[src/rtl/secs_pkg.sv]
package secs_pkg;
  // Default split of the 47-bit count.
  localparam int unsigned SECS_FRAC_W_DEF = 15;
  localparam int unsigned SECS_SEC_W_DEF  = 32;
  // Reset synchronizer stages.
  localparam int unsigned SECS_SYNC_STAGES = 2;
endpackage

[src/rtl/secs_rst_sync.sv]
module secs_rst_sync #(
  parameter int unsigned STAGES = 2
) (
  input  logic clk_i,
  input  logic rst_ni,
  output logic rst_sync_no
);
  logic [STAGES-1:0] sync_q;
  logic [STAGES-1:0] sync_d;

  always_comb begin
    sync_d = {sync_q[STAGES-2:0], 1'b1};
  end

  always_ff @(posedge clk_i or negedge rst_ni) begin
    if (!rst_ni) begin
      sync_q <= '0;
    end else begin
      sync_q <= sync_d;
    end
  end

  assign rst_sync_no = sync_q[STAGES-1];
endmodule

[src/rtl/secs_count.sv]
module secs_count #(
  parameter int unsigned FRAC_W = 15,
  parameter int unsigned SEC_W  = 32
) (
  input  logic              clk_i,
  input  logic              rst_ni,
  input  logic              adv_i,
  input  logic              halt_i,
  input  logic              ld_i,
  input  logic [SEC_W-1:0]  ld_sec_i,
  output logic [FRAC_W-1:0] frac_o,
  output logic [SEC_W-1:0]  sec_o,
  output logic              ovf_o
);
  localparam logic [FRAC_W-1:0] FRAC_MAX = '1;
  localparam logic [SEC_W-1:0]  SEC_MAX  = '1;

  logic [FRAC_W-1:0] frac_q, frac_d;
  logic [SEC_W-1:0]  sec_q, sec_d;
  logic              ovf_q, ovf_d;
  logic              run, frac_wrap, frac_en, sec_en;

  // Next-state logic with written-out clock enables.
  always_comb begin
    run       = adv_i & ~halt_i;
    frac_wrap = (frac_q == FRAC_MAX);
    frac_en   = ld_i | run;
    sec_en    = ld_i | (run & frac_wrap);
    frac_d    = frac_q;
    sec_d     = sec_q;
    ovf_d     = 1'b0;
    if (ld_i) begin
      frac_d = '0;
      sec_d  = ld_sec_i;
    end else if (run) begin
      frac_d = frac_q + FRAC_W'(1);
      if (frac_wrap) begin
        sec_d = sec_q + SEC_W'(1);
        ovf_d = (sec_q == SEC_MAX);
      end
    end
  end

  always_ff @(posedge clk_i or negedge rst_ni) begin
    if (!rst_ni) begin
      frac_q <= '0;
      sec_q  <= '0;
      ovf_q  <= 1'b0;
    end else begin
      if (frac_en) frac_q <= frac_d;
      if (sec_en)  sec_q  <= sec_d;
      ovf_q <= ovf_d;
    end
  end

  assign frac_o = frac_q;
  assign sec_o  = sec_q;
  assign ovf_o  = ovf_q;

  // a halt without a load keeps the count still.
  a_r4_halt_hold: assert property (@(posedge clk_i) disable iff (!rst_ni)
    (halt_i && !ld_i) |=> ($stable(frac_q) && $stable(sec_q)));

  // a load lands with a zero fraction.
  a_r3_load_zero_frac: assert property (@(posedge clk_i) disable iff (!rst_ni)
    ld_i |=> (frac_q == '0 && sec_q == $past(ld_sec_i)));

  // a fraction step below the carry point leaves the seconds alone.
  a_r2_frac_step: assert property (@(posedge clk_i) disable iff (!rst_ni)
    (adv_i && !halt_i && !ld_i && frac_q != FRAC_MAX)
      |=> (frac_q == $past(frac_q) + FRAC_W'(1) && $stable(sec_q)));

  // an overflow pulse only ever comes with a zero count.
  a_r9_ovf_zero: assert property (@(posedge clk_i) disable iff (!rst_ni)
    ovf_q |-> (frac_q == '0 && sec_q == '0));
endmodule

[src/rtl/secs_alarm.sv]
module secs_alarm #(
  parameter int unsigned SEC_W = 32
) (
  input  logic             clk_i,
  input  logic             rst_ni,
  input  logic [SEC_W-1:0] sec_i,
  input  logic             wr_i,
  input  logic [SEC_W-1:0] wdata_i,
  input  logic             clr_i,
  input  logic             irq_en_i,
  output logic [SEC_W-1:0] alarm_o,
  output logic             flag_o,
  output logic             irq_o
);
  localparam logic [SEC_W-1:0] UNSET = '1;

  logic [SEC_W-1:0] alm_q, alm_d;
  logic             flag_q, flag_d;
  logic             hit_q;
  logic             hit, hit_start;

  always_comb begin
    hit       = (alm_q != UNSET) && (sec_i == alm_q);
    hit_start = hit & ~hit_q;
    flag_d    = hit_start | (flag_q & ~clr_i);
    alm_d     = wdata_i;
  end

  always_ff @(posedge clk_i or negedge rst_ni) begin
    if (!rst_ni) begin
      alm_q  <= UNSET;
      flag_q <= 1'b0;
      hit_q  <= 1'b0;
    end else begin
      if (wr_i) alm_q <= alm_d;
      flag_q <= flag_d;
      hit_q  <= hit;
    end
  end

  assign alarm_o = alm_q;
  assign flag_o  = flag_q;
  assign irq_o   = flag_q & irq_en_i;

  // a written alarm value is held.
  a_r5_alarm_store: assert property (@(posedge clk_i) disable iff (!rst_ni)
    wr_i |=> (alm_q == $past(wdata_i)));

  // the flag is sticky until cleared.
  a_r6_flag_sticky: assert property (@(posedge clk_i) disable iff (!rst_ni)
    (flag_q && !clr_i) |=> flag_q);

  // a clear with no match drops the flag.
  a_r7_clear: assert property (@(posedge clk_i) disable iff (!rst_ni)
    (clr_i && !hit) |=> !flag_q);

  // an unset alarm never raises the flag.
  a_r10_unset_quiet: assert property (@(posedge clk_i) disable iff (!rst_ni)
    (alm_q == UNSET && !flag_q) |=> !flag_q);
endmodule

[src/rtl/secs_timekeeper.sv]
module secs_timekeeper
  import secs_pkg::*;
#(
  parameter int unsigned FRAC_W = SECS_FRAC_W_DEF,
  parameter int unsigned SEC_W  = SECS_SEC_W_DEF
) (
  input  logic              clk_i,
  input  logic              rst_ni,
  input  logic              tick_i,
  input  logic              halt_i,
  input  logic              sec_wr_i,
  input  logic [SEC_W-1:0]  sec_wdata_i,
  input  logic              alarm_wr_i,
  input  logic [SEC_W-1:0]  alarm_wdata_i,
  input  logic              flag_clr_i,
  input  logic              irq_en_i,
  output logic [SEC_W-1:0]  sec_o,
  output logic [FRAC_W-1:0] frac_o,
  output logic [SEC_W-1:0]  alarm_sec_o,
  output logic              cmp_flag_o,
  output logic              irq_o,
  output logic              ovf_o
);
  logic rst_n_int;
  logic [SEC_W-1:0] sec_w;

  secs_rst_sync #(.STAGES(SECS_SYNC_STAGES)) u_rst_sync (
    .clk_i       (clk_i),
    .rst_ni      (rst_ni),
    .rst_sync_no (rst_n_int)
  );

  secs_count #(.FRAC_W(FRAC_W), .SEC_W(SEC_W)) u_count (
    .clk_i    (clk_i),
    .rst_ni   (rst_n_int),
    .adv_i    (tick_i),
    .halt_i   (halt_i),
    .ld_i     (sec_wr_i),
    .ld_sec_i (sec_wdata_i),
    .frac_o   (frac_o),
    .sec_o    (sec_w),
    .ovf_o    (ovf_o)
  );

  secs_alarm #(.SEC_W(SEC_W)) u_alarm (
    .clk_i    (clk_i),
    .rst_ni   (rst_n_int),
    .sec_i    (sec_w),
    .wr_i     (alarm_wr_i),
    .wdata_i  (alarm_wdata_i),
    .clr_i    (flag_clr_i),
    .irq_en_i (irq_en_i),
    .alarm_o  (alarm_sec_o),
    .flag_o   (cmp_flag_o),
    .irq_o    (irq_o)
  );

  assign sec_o = sec_w;
endmodule

[config.mk]
export PLATFORM = sky130hd
export DESIGN_NAME = secs_timekeeper
export DESIGN_NICKNAME = d
export VERILOG_FILES = /design/src/rtl/secs_pkg.sv /design/src/rtl/secs_rst_sync.sv /design/src/rtl/secs_count.sv /design/src/rtl/secs_alarm.sv /design/src/rtl/secs_timekeeper.sv
export SDC_FILE = /design/constraint.sdc
export NUM_CORES = 1
export LEC_CHECK = 0
export ABC_AREA = 1
export ABC_CLOCK_PERIOD_IN_PS = 4350
export BUFFER_PORTS_ARGS = -buffer_cell sky130_fd_sc_hd__buf_2
export CORE_ASPECT_RATIO = 0.7
export CORE_UTILIZATION = 55
export CTS_CLUSTER_DIAMETER = 40
export CTS_CLUSTER_SIZE = 28
export DETAILED_ROUTE_END_ITERATION = 16
export GPL_TIMING_DRIVEN = 1
export PLACE_DENSITY = 0.84
export SLEW_MARGIN = 20
export SYNTH_ARGS = -nofsm -noshare
export SYNTH_HDL_FRONTEND = slang
export SYNTH_SLANG_ARGS = --single-unit
[constraint.sdc]
create_clock -name clk_i -period 4.35 [get_ports clk_i]
set_input_delay 0.6525 -clock clk_i [delete_from_list [all_inputs] [get_ports clk_i]]
set_output_delay 0.6525 -clock clk_i [all_outputs]
set_load 0.05 [all_outputs]
After elaboration in Yosys (flattened, before gate mapping)

Cells that the tools add are included.

$add $sub $neg: 2
Multipliers: 0
Divide/modulo/power cells: 0
$lt $le $gt $ge: 0
Eq/ne operators: 4
Shifts and indexed selects: 0
Muxes and demuxes: 8
Bitwise operators: 11
Reductions and logical operators: 5

Operator list:

| operator                                       | number |
|---|---|
| two-way mux 32 bit                             | 3 |
| adder 32 x 1 -> 32 bit (second input constant) | 1 |
| equality test 32 bit                           | 1 |
| equality test 32 bit (second input constant)   | 1 |
| != test 32 bit (second input constant)         | 1 |
| two-way mux 15 bit                             | 2 |
| adder 15 x 1 -> 15 bit (second input constant) | 1 |
| equality test 15 bit (second input constant)   | 1 |
| AND 1 bit                                      | 5 |
| nonzero test 2 bit                             | 2 |
| two-way mux 1 bit                              | 3 |
| NOT 1 bit                                      | 3 |
| OR 1 bit                                       | 3 |
| AND reduction 3 bit                            | 1 |
| AND reduction 2 bit                            | 1 |
| logical AND 1 bit                              | 1 |

Register bits: 84
Latch bits: 0
Bits in writable memories: 0
ROM bits: 0
Input port bits: 72
Output and inout port bits: 82
Word-level logic and storage cells: 37
Memories: 0

Longest topological paths before layout

Gate-level depths: netlist of the first run.

Depth in word-level cells: 5
Gate-level depth with buffers: 10
Mapped depth without buffers: 10

Cells and area by module

A second synthesis of the first run with hierarchy kept.

Cells, all modules: 787
Area total of the unflattened synthesis: 5330.1 µm²

By module, submodules not included:

| module        | times used | cells each | area each (µm²) | sequential area each (µm²) |
|---|---|---|---|---|
| secs_count    | 1          | 533        | 3334.4          | 1201.2 |
| secs_alarm    | 1          | 251        | 1941.9          | 890.9 |
| secs_rst_sync | 1          | 3          | 53.8            | 50.0 |

Least setup slack after synthesis of the first run

Ideal clock, no wire load.

Kind: reg-to-reg
Start: register u_count.sec_q[0] (netlist: u_count.sec_o[0])
End: register u_count.sec_q[22] (netlist: u_count.sec_o[22])
Library setup time: 126 ps
Data arrival time: 1809 ps
Required time: 4224 ps
Path slack: 2414 ps
Stages on the path, launching flop included: 10
Path buffers: 0
Clock period less this slack: 1936 ps
Cells stage by stage: dfrtp_1 ha_1 nand3_1 inv_1 nand2_1 nor2_1 nand2_1 xor2_1 nand2_1 nand3_1

Longest elaborated chain between the ends: 4

RTL lines:

| item                   | RTL line         | text |
|---|---|---|
| start, declared        | secs_count.sv:19 | `logic [SEC_W-1:0] sec_q, sec_d;` |
| start signal, assigned | secs_count.sv:47 | `sec_q <= '0;` |
| start signal, assigned | secs_count.sv:51 | `if (sec_en) sec_q <= sec_d;` |
| adder 32 x 1 -> 32 bit | secs_count.sv:38 | `sec_d = sec_q + SEC_W'(1);` |
| two-way mux 32 bit     | secs_count.sv:37 | `if (frac_wrap) begin` |
| two-way mux 32 bit     | secs_count.sv:35 | `end else if (run) begin` |
| two-way mux 32 bit     | secs_count.sv:32 | `if (ld_i) begin` |

Every way passes these cells. The select of a mux whose other input is x is not followed.
A chain may end at the register's enable or synchronous reset.

Worst setup path in the final report of the first run

Start: register u_count.frac_q[1] (netlist: u_count.frac_o[1])
End: register u_count.sec_q[9] (netlist: u_count.sec_o[9])

Longest elaborated chain between the ends: 4

RTL lines:

| item                              | RTL line         | text |
|---|---|---|
| start, declared                   | secs_count.sv:18 | `logic [FRAC_W-1:0] frac_q, frac_d;` |
| start signal, assigned            | secs_count.sv:50 | `if (frac_en) frac_q <= frac_d;` |
| equality test 15 bit (*)          | secs_count.sv:26 | `frac_wrap = (frac_q == FRAC_MAX);` |
| AND 1 bit                         | secs_count.sv:28 | `sec_en = ld_i \| (run & frac_wrap);` |
| OR 1 bit                          | secs_count.sv:28 |  |
| AND reduction 3 bit (no line) (*) | n/a              |  |

Mark *: on every way between the ends. The rest lies on a longest branch, timed or not.

==> results of run 1 <==
area by class of cell:
class	count	area, um2
fillers	795	2764
repair buffers	155	800.8
well taps	124	155.1
multi-input cells	571	2584
inverters	106	397.9
clock buffers	12	246.5
clock inverters	4	50.05
flip-flops and latches	84	2146
registers in the layout, summed over array words and instances (netlist names):
signal	cells
u_count.sec_o	32
u_rst_sync.sync_q	2
u_count.ovf_o	1
u_alarm.flag_o	1
u_count.frac_o	15
u_alarm.alarm_o	32
u_alarm.hit_q	1
routing by layer:
layer  global-route usage (%)  vias up  share of wire, %
li1                         -     2734                 -
met1                    46.11     2580                47
met2                    45.51      255                43
met3                    6.421       16               8.9
met4                    6.329        0               1.1
met5                        0        -                 0
power breakdown:
| group | switching (uW) | leakage [uW] | internal (uW) |
|---|---|---|---|
| sequential | 97.2 | 0.000998 | 861 |
| clock | 309 | 0.000139 | 460 |
| combinational | 395 | 0.00223 | 145 |
how the worst min path moves through the flow:
stage	startpoint	endpoint	slack (ns)
floorplan	u_rst_sync.sync_q[0]$_DFF_PN0_	u_rst_sync.sync_q[1]$_DFF_PN0_	0.33
global placement	u_rst_sync.sync_q[0]$_DFF_PN0_	u_rst_sync.sync_q[1]$_DFF_PN0_	0.33
detailed placement	u_rst_sync.sync_q[0]$_DFF_PN0_	u_rst_sync.sync_q[1]$_DFF_PN0_	0.34
CTS	rst_ni	u_rst_sync.sync_q[1]$_DFF_PN0_	0.08
global route	rst_ni	u_rst_sync.sync_q[1]$_DFF_PN0_	0.07
finish	rst_ni	u_rst_sync.sync_q[1]$_DFF_PN0_	0.08
cells by family after synthesis:
kind of cell	after synthesis
and+or+nand+nor	484
buffers and inverters	127
DFF	84
AOI/OAI and AO/OA	67
xor gates and xnor gates	16
adders and majority gates	2
other	1
muxes	1
stage by stage:
step,power [uW],instances
6_report,2267,1056
5_1_grt,2362,1056
4_1_cts,2264,1055
3_5_place_dp,1499,1039
3_3_place_gp,1489,1039
2_1_floorplan,1339,782
placed cells by master, fill, tap and decap left out, types with 2 or more instances in the layout:
cell / instances
sky130_fd_sc_hd__a21oi_1: 9
sky130_fd_sc_hd__nor3_1: 14
sky130_fd_sc_hd__buf_2: 153
sky130_fd_sc_hd__dfrtp_1: 51
sky130_fd_sc_hd__ha_1: 2
sky130_fd_sc_hd__nor2_1: 77
sky130_fd_sc_hd__nand2_1: 290
sky130_fd_sc_hd__clkinvlp_4: 2
sky130_fd_sc_hd__xor2_1: 15
sky130_fd_sc_hd__clkbuf_1: 2
sky130_fd_sc_hd__nand4_1: 20
sky130_fd_sc_hd__nand3_1: 71
sky130_fd_sc_hd__inv_1: 104
sky130_fd_sc_hd__clkbuf_16: 9
sky130_fd_sc_hd__nor2_8: 2
sky130_fd_sc_hd__o21ai_0: 57
sky130_fd_sc_hd__dfstp_2: 32
sky130_fd_sc_hd__nor2_4: 2
sky130_fd_sc_hd__nand2_2: 2
sky130_fd_sc_hd__and2_1: 2
Yosys cell counts, drive strengths merged:
| cell | n | area share (%) |
|---|---|---|
| a31oi | 1 | 0.12 |
| nor2 | 81 | 6.7 |
| ha | 2 | 0.48 |
| xnor2 | 1 | 0.17 |
| or2 | 1 | 0.12 |
| nand4 | 21 | 2.8 |
| nand2 | 292 | 21 |
| xor2 | 15 | 2.5 |
| clkinv | 1 | 0.072 |
| nand3 | 72 | 7.1 |
| and3 | 1 | 0.12 |
| dfstp | 32 | 16 |
| buf | 5 | 0.81 |
| dfrtp | 52 | 25 |
| conb | 1 | 0.072 |
| mux2 | 1 | 0.22 |
| clkbuf | 16 | 1.2 |
| o21ai | 57 | 5.5 |
| and2 | 2 | 0.24 |
| a21oi | 9 | 0.86 |
| inv | 105 | 7.5 |
| nor3 | 14 | 1.3 |
==> metrics.log, run 1 <==
[metrics] status: completed
[metrics] antenna cells: 0
[metrics] Final HPWL DP: about 11000 um
[metrics] share of final-layout standard cells stronger than drive strength 1: roughly 23%
[metrics] peak fanout along the critical path: 21
[metrics] number of flip-flops and latches in the synthesized netlist: 84
[metrics] number of H-tree levels: 3
[metrics] # IOs: approximately 150
[metrics] worst skew pair latency: about 0.34 ns
[metrics] worst-case clock buffer depth: 2
[metrics] area of the die: about 0.0099 mm2
[metrics] synthesized net count: between 800 and 900
[metrics] post-route cell area: 0.006380 mm2
[metrics] stages on the worst setup path: 8
[metrics] final worst hold slack: about 0.084 ns
[metrics] fraction of synthesized cell area in xor and xnor cells: about 2.7%
[metrics] largest family of logic cells by synthesized area: simple AND/OR/NAND/NOR gates
[metrics] GRT Total Usage: approximately 30%
[metrics] Setup WS post-layout: ~1.8 ns
[metrics] arrival time of the worst setup path: about 2.8 ns
[metrics] multiplexer area fraction after synthesis: less than 1%
[metrics] clock skew: ~0.005 ns
[metrics] count of distinct cell types in the synthesized netlist: 31
[metrics] final number of setup-violating endpoints: 0
[metrics] critical-path cell list: ha_1 -> nand3_1 -> nor3_1 -> nand3_1 -> nand2_2 -> o21ai_0 -> inv_1 -> nand2_1
[metrics] clock period minus worst slack: approximately 2.6 ns
[metrics] utilization of the core after routing: a little over two thirds
[metrics] Clk pin slew, worst setup/hold paths: around 0.060 ns
[metrics] summed instance area of the synthesized netlist: about 0.0052 mm2
[metrics] sort of element at the end of the critical path: flop
[metrics] cell with the biggest individual delay on the critical path: sky130_fd_sc_hd__nand3_1
[metrics] total negative setup slack: 0 ns
[metrics] Critical Path Most Common Cell: sky130_fd_sc_hd__nand3_1
[metrics] standard-cell row count: 29
[metrics] Final Wtd Congestion: 0.9149
[metrics] First-pass DRT Iterations: 5
[metrics] part of the Yosys area used for sequential elements: roughly two fifths
[metrics] average instance area after synthesis: ~6.7 um2
[metrics] cell count after synthesis: between 700 and 800
[metrics] cell area reported after detailed placement: a little over 0.006 mm2
[metrics] # Post-CTS Setup Buffers: 0
[metrics] RSZ-0062 raised after global routing: no
[metrics] number of max-slew violations in the final report: 0
[metrics] Die H: approximately 84 um
[metrics] total global routing overflow: 0
[metrics] number of buffers inserted for hold repair after clock tree synthesis: 0
[metrics] maximum number of pins on one net before global-route repair: between 80 and 90
[metrics] via density per instance: around 5.3
[metrics] Std-Cell Core Area: 0.009144 mm2
[metrics] Final #Nets: ~1000
[metrics] Least-Margin Pin Slew: ~0.97 ns
[metrics] DRC viols: 0
[metrics] relative slew slack: 35.53%
[metrics] count of port buffers added during placement: ~150
[metrics] clock root buffer: sky130_fd_sc_hd__clkbuf_16
[metrics] flop2flop setup slack: about 1.8 ns
[metrics] width of the die: roughly 120 um
[metrics] timing endpoint of the critical path: u_count.sec_o[9]$_DFFE_PN0P_
[metrics] Worst path top cell family by delay: simple AND/OR/NAND/NOR gates
[metrics] WP buf/inv: 1
[metrics] post_cts resized: 0
[metrics] startpoint of the worst register-to-register path: u_count.frac_o[1]$_DFFE_PN0P_
[metrics] maximum vdd ir drop: between 0.3 and 0.4 mV
[metrics] count of max-cap constraint violations: 0
[metrics] count of yosys warnings during synthesis: 0
[metrics] initial standard-cell utilization of the core: about 57%
[metrics] initial antenna violation count: 0
[metrics] class of the most critical hold timing path: input port to asynchronous set/reset pin
[metrics] number of CTS-inserted buffers: 9
[metrics] Simple-Gate Fraction of Synth Area: around two fifths
[metrics] number of nets with antenna violations after routing: 0
[metrics] number of violations reported at the end of detailed-routing iteration 0: ~480
[metrics] via total after detailed routing: ~5600
[metrics] clock tree from TritonCTS: yes
[metrics] first-pass GRT wire length: about 24000 um
[metrics] DR WL/cell: ~14 um
[metrics] setup slack at placement: about 1.7 ns
[metrics] Max Freq: 388.4 MHz
[metrics] area added between synthesis and finish: 22.04%
[metrics] number of cells on the worst reg-to-reg path: 8
[metrics] Data required, critical path: around 4.6 ns
[metrics] number of clock sinks: 84
[metrics] Critical Path Start: u_count.frac_o[1]$_DFFE_PN0P_
[metrics] number of global-route vias before repair: around 5000
[metrics] kind of start point of the critical path: flop
[metrics] start-to-end type of the worst setup path: flop to flop
[metrics] final wirelength: between 10000 and 15000 um
[metrics] ratio of final minimum period to clock period: 59.18%
[metrics] largest incremental delay on the critical path: approximately 0.66 ns
[metrics] hold violation total from the final report: 0
[metrics] compound-gate portion of the synthesized area: roughly 6.4%
[metrics] worst reg2reg endpoint: u_count.sec_o[9]$_DFFE_PN0P_
[metrics] power density normalized to cell area: approximately 360 mW/mm2
[metrics] adder and majority cell fraction of the synthesized area: less than 1%
[metrics] Pleak: 0.003368 uW
Note: power is estimated with default switching activity, not from simulation.
==> inputs of run 2 (changes only) <==
--- a/config.mk
+++ b/config.mk
@@ -5,16 +5,16 @@
 export SDC_FILE = /design/constraint.sdc
 export NUM_CORES = 1
 export LEC_CHECK = 0
-export ABC_AREA = 1
-export ABC_CLOCK_PERIOD_IN_PS = 4350
+export ABC_AREA = 0
+export ABC_CLOCK_PERIOD_IN_PS = 2250
 export BUFFER_PORTS_ARGS = -buffer_cell sky130_fd_sc_hd__buf_2
 export CORE_ASPECT_RATIO = 0.7
-export CORE_UTILIZATION = 55
+export CORE_UTILIZATION = 45
 export CTS_CLUSTER_DIAMETER = 40
 export CTS_CLUSTER_SIZE = 28
 export DETAILED_ROUTE_END_ITERATION = 16
 export GPL_TIMING_DRIVEN = 1
-export PLACE_DENSITY = 0.84
+export PLACE_DENSITY = 0.76
 export SLEW_MARGIN = 20
 export SYNTH_ARGS = -nofsm -noshare
 export SYNTH_HDL_FRONTEND = slang
==> constraint.sdc (replaced) <==
create_clock -name clk_i -period 2.25 [get_ports clk_i]
set_input_delay 0.3375 -clock clk_i [delete_from_list [all_inputs] [get_ports clk_i]]
set_output_delay 0.3375 -clock clk_i [all_outputs]
set_load 0.05 [all_outputs]
==> run 2 against run 1 <==
Global-route usage shrank 4.2 points. Clock skew is 0.0018 ns higher. Largest cell class is now flip-flops and latches. Cell area shrank 9.0%. Count of clock-buffer cells in the layout increased by 3. Critical endpoint is now u_count.sec_o[29]$_DFFE_PN0P_. Synthesized cell count down 47%. Critical path type unchanged. Final cell count decreased by 32%. Critical path depth down 2. Fmax up 20%. Register-to-register slack worse by 1.7 ns.
==> metrics.log, run 2 <==
[metrics] cell area reported after detailed placement: roughly 0.0055 mm2
[metrics] utilization of the core after routing: 62.75%
[metrics] synthesized net count: roughly 500
[metrics] Placed Cells incl. Taps: between 600 and 700
[metrics] Pleak: around 0.0025 uW
[metrics] maximum vdd ir drop: ~0.43 mV
[metrics] Die H: ~85 um
[metrics] via density per instance: approximately 5.5
[metrics] critical-path cell list: nand4_1 -> or4_4 -> buf_12 -> nor4_2 -> xnor2_1 -> mux2_2
[metrics] relative slew slack: a little over half
[metrics] start-to-end type of the worst setup path: flop to flop
[metrics] area added between synthesis and finish: 32.61%
[metrics] final wirelength: roughly 13000 um
[metrics] most frequent cell after synthesis: sky130_fd_sc_hd__xnor2_1
[metrics] ratio of final minimum period to clock period: a little over nine tenths
[metrics] count of distinct cell types in the synthesized netlist: 33
[metrics] worst-case clock buffer depth: 2
[metrics] number of clock sinks: 84
[metrics] initial standard-cell utilization of the core: 47.32%
[metrics] initial antenna violation count: 1
[metrics] flip-flop cell with the highest count after synthesis: sky130_fd_sc_hd__dfrtp_1
[metrics] Synth area leaders: sky130_fd_sc_hd__dfrtp_1 (30%), sky130_fd_sc_hd__dfstp_2 (19%), sky130_fd_sc_hd__xnor2_1 (14%)
[metrics] power density normalized to cell area: about 770 mW/mm2
[metrics] share of final-layout standard cells stronger than drive strength 1: between 40% and 50%
[metrics] number of nets with antenna violations after routing: 0
[metrics] clock root buffer: sky130_fd_sc_hd__clkbuf_16
[metrics] final number of setup-violating endpoints: 0
[metrics] clock period minus worst slack: ~2.1 ns
[metrics] kind of start point of the critical path: flop
[metrics] commonest non-fill, non-tap cells in the layout: sky130_fd_sc_hd__buf_2 (153), sky130_fd_sc_hd__xnor2_1 (69), sky130_fd_sc_hd__nand2_1 (46)
[metrics] Max Freq: 467.3 MHz
[metrics] number of flip-flops and latches in the synthesized netlist: 84
[metrics] standard-cell row count: 29
[metrics] # Post-CTS Setup Buffers: 0
[metrics] DR WL/cell: between 15 and 20 um
[metrics] largest incremental delay on the critical path: slightly below 0.6 ns
[metrics] count of port buffers added during placement: 153
[metrics] Final #Nets: 660
[metrics] first-pass GRT wire length: 20250 um
[metrics] sort of element at the end of the critical path: flop
[metrics] part of the Yosys area used for sequential elements: between 40 and 50%
[metrics] class of the most critical hold timing path: input port to flop
[metrics] number of CTS-inserted buffers: 9
[metrics] average instance area after synthesis: roughly 11 um2
[metrics] Clk pin slew, worst setup/hold paths: roughly 0.060 ns
[metrics] most common library cell in the layout ignoring fill and taps: sky130_fd_sc_hd__buf_2
[metrics] cell count after synthesis: approximately 420
[metrics] Final Wtd Congestion: between 0.8 and 0.9
[metrics] fraction of synthesized cell area taken by the top area cell type: between 20% and 30%
[metrics] Final HPWL DP: 9722 um
[metrics] most frequent cells after synthesis: sky130_fd_sc_hd__xnor2_1 (69), sky130_fd_sc_hd__dfrtp_1 (52), sky130_fd_sc_hd__nand2_1 (46)
[metrics] number of enable flip-flop cells after synthesis: 0
[metrics] GRT Total Usage: a little over a quarter
[metrics] clock tree from TritonCTS: yes
[metrics] number of H-tree levels: 3
[metrics] area of the die: 0.01013 mm2
[metrics] number of global-route vias before repair: roughly 3800
[metrics] summed instance area of the synthesized netlist: approximately 0.0044 mm2
[metrics] peak fanout along the critical path: 27
[metrics] worst skew pair latency: 0.34 ns
[metrics] number of filler instances in the final layout: 777
[metrics] width of the die: 119.9 um
[metrics] Data required, critical path: ~2.5 ns
[metrics] final standard cell count with taps included and fillers excluded: 716
[metrics] status: completed
[metrics] cell with the biggest individual delay on the critical path: sky130_fd_sc_hd__or4_4
[metrics] clock skew: ~0.0068 ns
[metrics] via total after detailed routing: 3931
[metrics] maximum number of pins on one net before global-route repair: 38
[metrics] hold violation total from the final report: 0
[metrics] DRC viols: 0
[metrics] Std-Cell Core Area: a little over 0.009 mm2
[metrics] number of max-slew violations in the final report: 0
[metrics] count of yosys warnings during synthesis: 0
[metrics] count of max-cap constraint violations: 0
[metrics] number of violations reported at the end of detailed-routing iteration 0: 403
[metrics] RSZ-0062 raised after global routing: no
[metrics] arrival time of the worst setup path: between 2 and 2.5 ns
[metrics] total negative setup slack: 0 ns
[metrics] largest area contributor in the netlist: sky130_fd_sc_hd__dfrtp_1
[metrics] # IOs: approximately 150
[metrics] Least-Margin Pin Slew: approximately 0.7 ns
[metrics] First-pass DRT Iterations: 5
[metrics] Synth async-reset ratio: between 90% and 100%
[metrics] total global routing overflow: 0
[metrics] post-route cell area: 0.005806 mm2
[run 2: changes by cell type in the layout (fill, tap and decap cells not counted), moves of 21 or more]
| cell | delta |
|---|---|
| sky130_fd_sc_hd__buf_4 | +21 |
| sky130_fd_sc_hd__inv_1 | -91 |
| sky130_fd_sc_hd__mux2_2 | +34 |
| sky130_fd_sc_hd__nand2_1 | -244 |
| sky130_fd_sc_hd__nand3_1 | -62 |
| sky130_fd_sc_hd__nor2_1 | -57 |
| sky130_fd_sc_hd__o21ai_0 | -55 |
| sky130_fd_sc_hd__o21ai_1 | +27 |
| sky130_fd_sc_hd__xnor2_1 | +68 |
[run 2: final cells by class]
cell class | count | area (um2) | area share, %
Sequential cell | 84 | 2163 | 37.26
Multi-Input combinational cell | 301 | 2147 | 36.98
Timing Repair Buffer | 177 | 960.9 | 16.55
Clock buffer | 15 | 320.3 | 5.517
Tap cell | 124 | 155.1 | 2.672
Inverter | 13 | 48.80 | 0.8405
Clock inverter | 1 | 7.507 | 0.1293
Antenna cell | 1 | 2.502 | 0.04310
[run 2: where the power goes]
group | switching, uW | internal, uW
registers | 175 | 1670
clock network | 589 | 974
logic | 692 | 340
total | 1460 | 2990
[run 2: cells by family (layout without fill, tap and decap cells)]
| group | Yosys count | after routing | share of synthesized area [%] |
|---|---|---|---|
| compound gates | 30 | 30 | 3.458 |
| fa+ha+maj | 2 | 2 | 0.5715 |
| simple gates | 154 | 154 | 19.21 |
| mux | 37 | 37 | 9.460 |
| xor+xnor | 77 | 77 | 15.40 |
| flops | 84 | 84 | 48.93 |
| buf+inv | 31 | 206 | 2.887 |
| other cells | 1 | 2 | 0.08566 |
[run 2: metal layers]
metal	wire length (um)	vias up	GRT usage, %
met1	5716	1921	37.42
li1	-	1801	-
met4	216	0	8.750
met2	5807	189	39.36
met5	0	-	0
met3	1081	20	7.133
[run 2: timing repair]
action,in CTS,in global routing
hold buffers,1,0
endpoints found under the setup margin,0,3
hold endpoints to repair,2,0
gates resized for setup,0,2
[run 2: stage by stage]
stage	total power [uW]	setup slack, ns	hold slack, ns
floorplan	2554	-0.04610	0.04191
global placement	2871	0.1172	0.1245
detailed placement	2894	0.04884	0.1259
CTS	4467	0.03168	0.1807
global route	4619	0.004504	0.1887
finish	4444	0.1100	0.1940
[run 2: final timing paths]
| path | from | to | slack (ns) | cells past startpoint |
|---|---|---|---|---|
| hold reg to reg | u_rst_sync.sync_q[1]$_DFF_PN0_ | u_count.sec_o[4]$_DFFE_PN0P_ | 0.30 | 0 |
| min in group asynchronous | u_rst_sync.sync_q[1]$_DFF_PN0_ | u_count.sec_o[4]$_DFFE_PN0P_ | 0.30 | 0 |
| max in group asynchronous | u_rst_sync.sync_q[1]$_DFF_PN0_ | u_alarm.alarm_o[7]$_DFFE_PN1P_ | 1.20 | 1 |
| setup / recovery | u_count.frac_o[4]$_DFFE_PN0P_ | u_count.sec_o[29]$_DFFE_PN0P_ | 0.11 | 6 |
| setup reg to reg | u_count.frac_o[4]$_DFFE_PN0P_ | u_count.sec_o[29]$_DFFE_PN0P_ | 0.11 | 6 |
| hold / removal | flag_clr_i | u_alarm.flag_o$_DFF_PN0_ | 0.19 | 2 |
[run 2: worst max-delay path: cells and delay by family (launching register included)]
kind / cells / cell delay (ns)
buffers and inverters: 1 / 0.19
AND/OR/NAND/NOR: 3 / 1.06
XOR/XNOR: 1 / 0.11
flip-flops: 1 / 0.40
multiplexers: 1 / 0.27
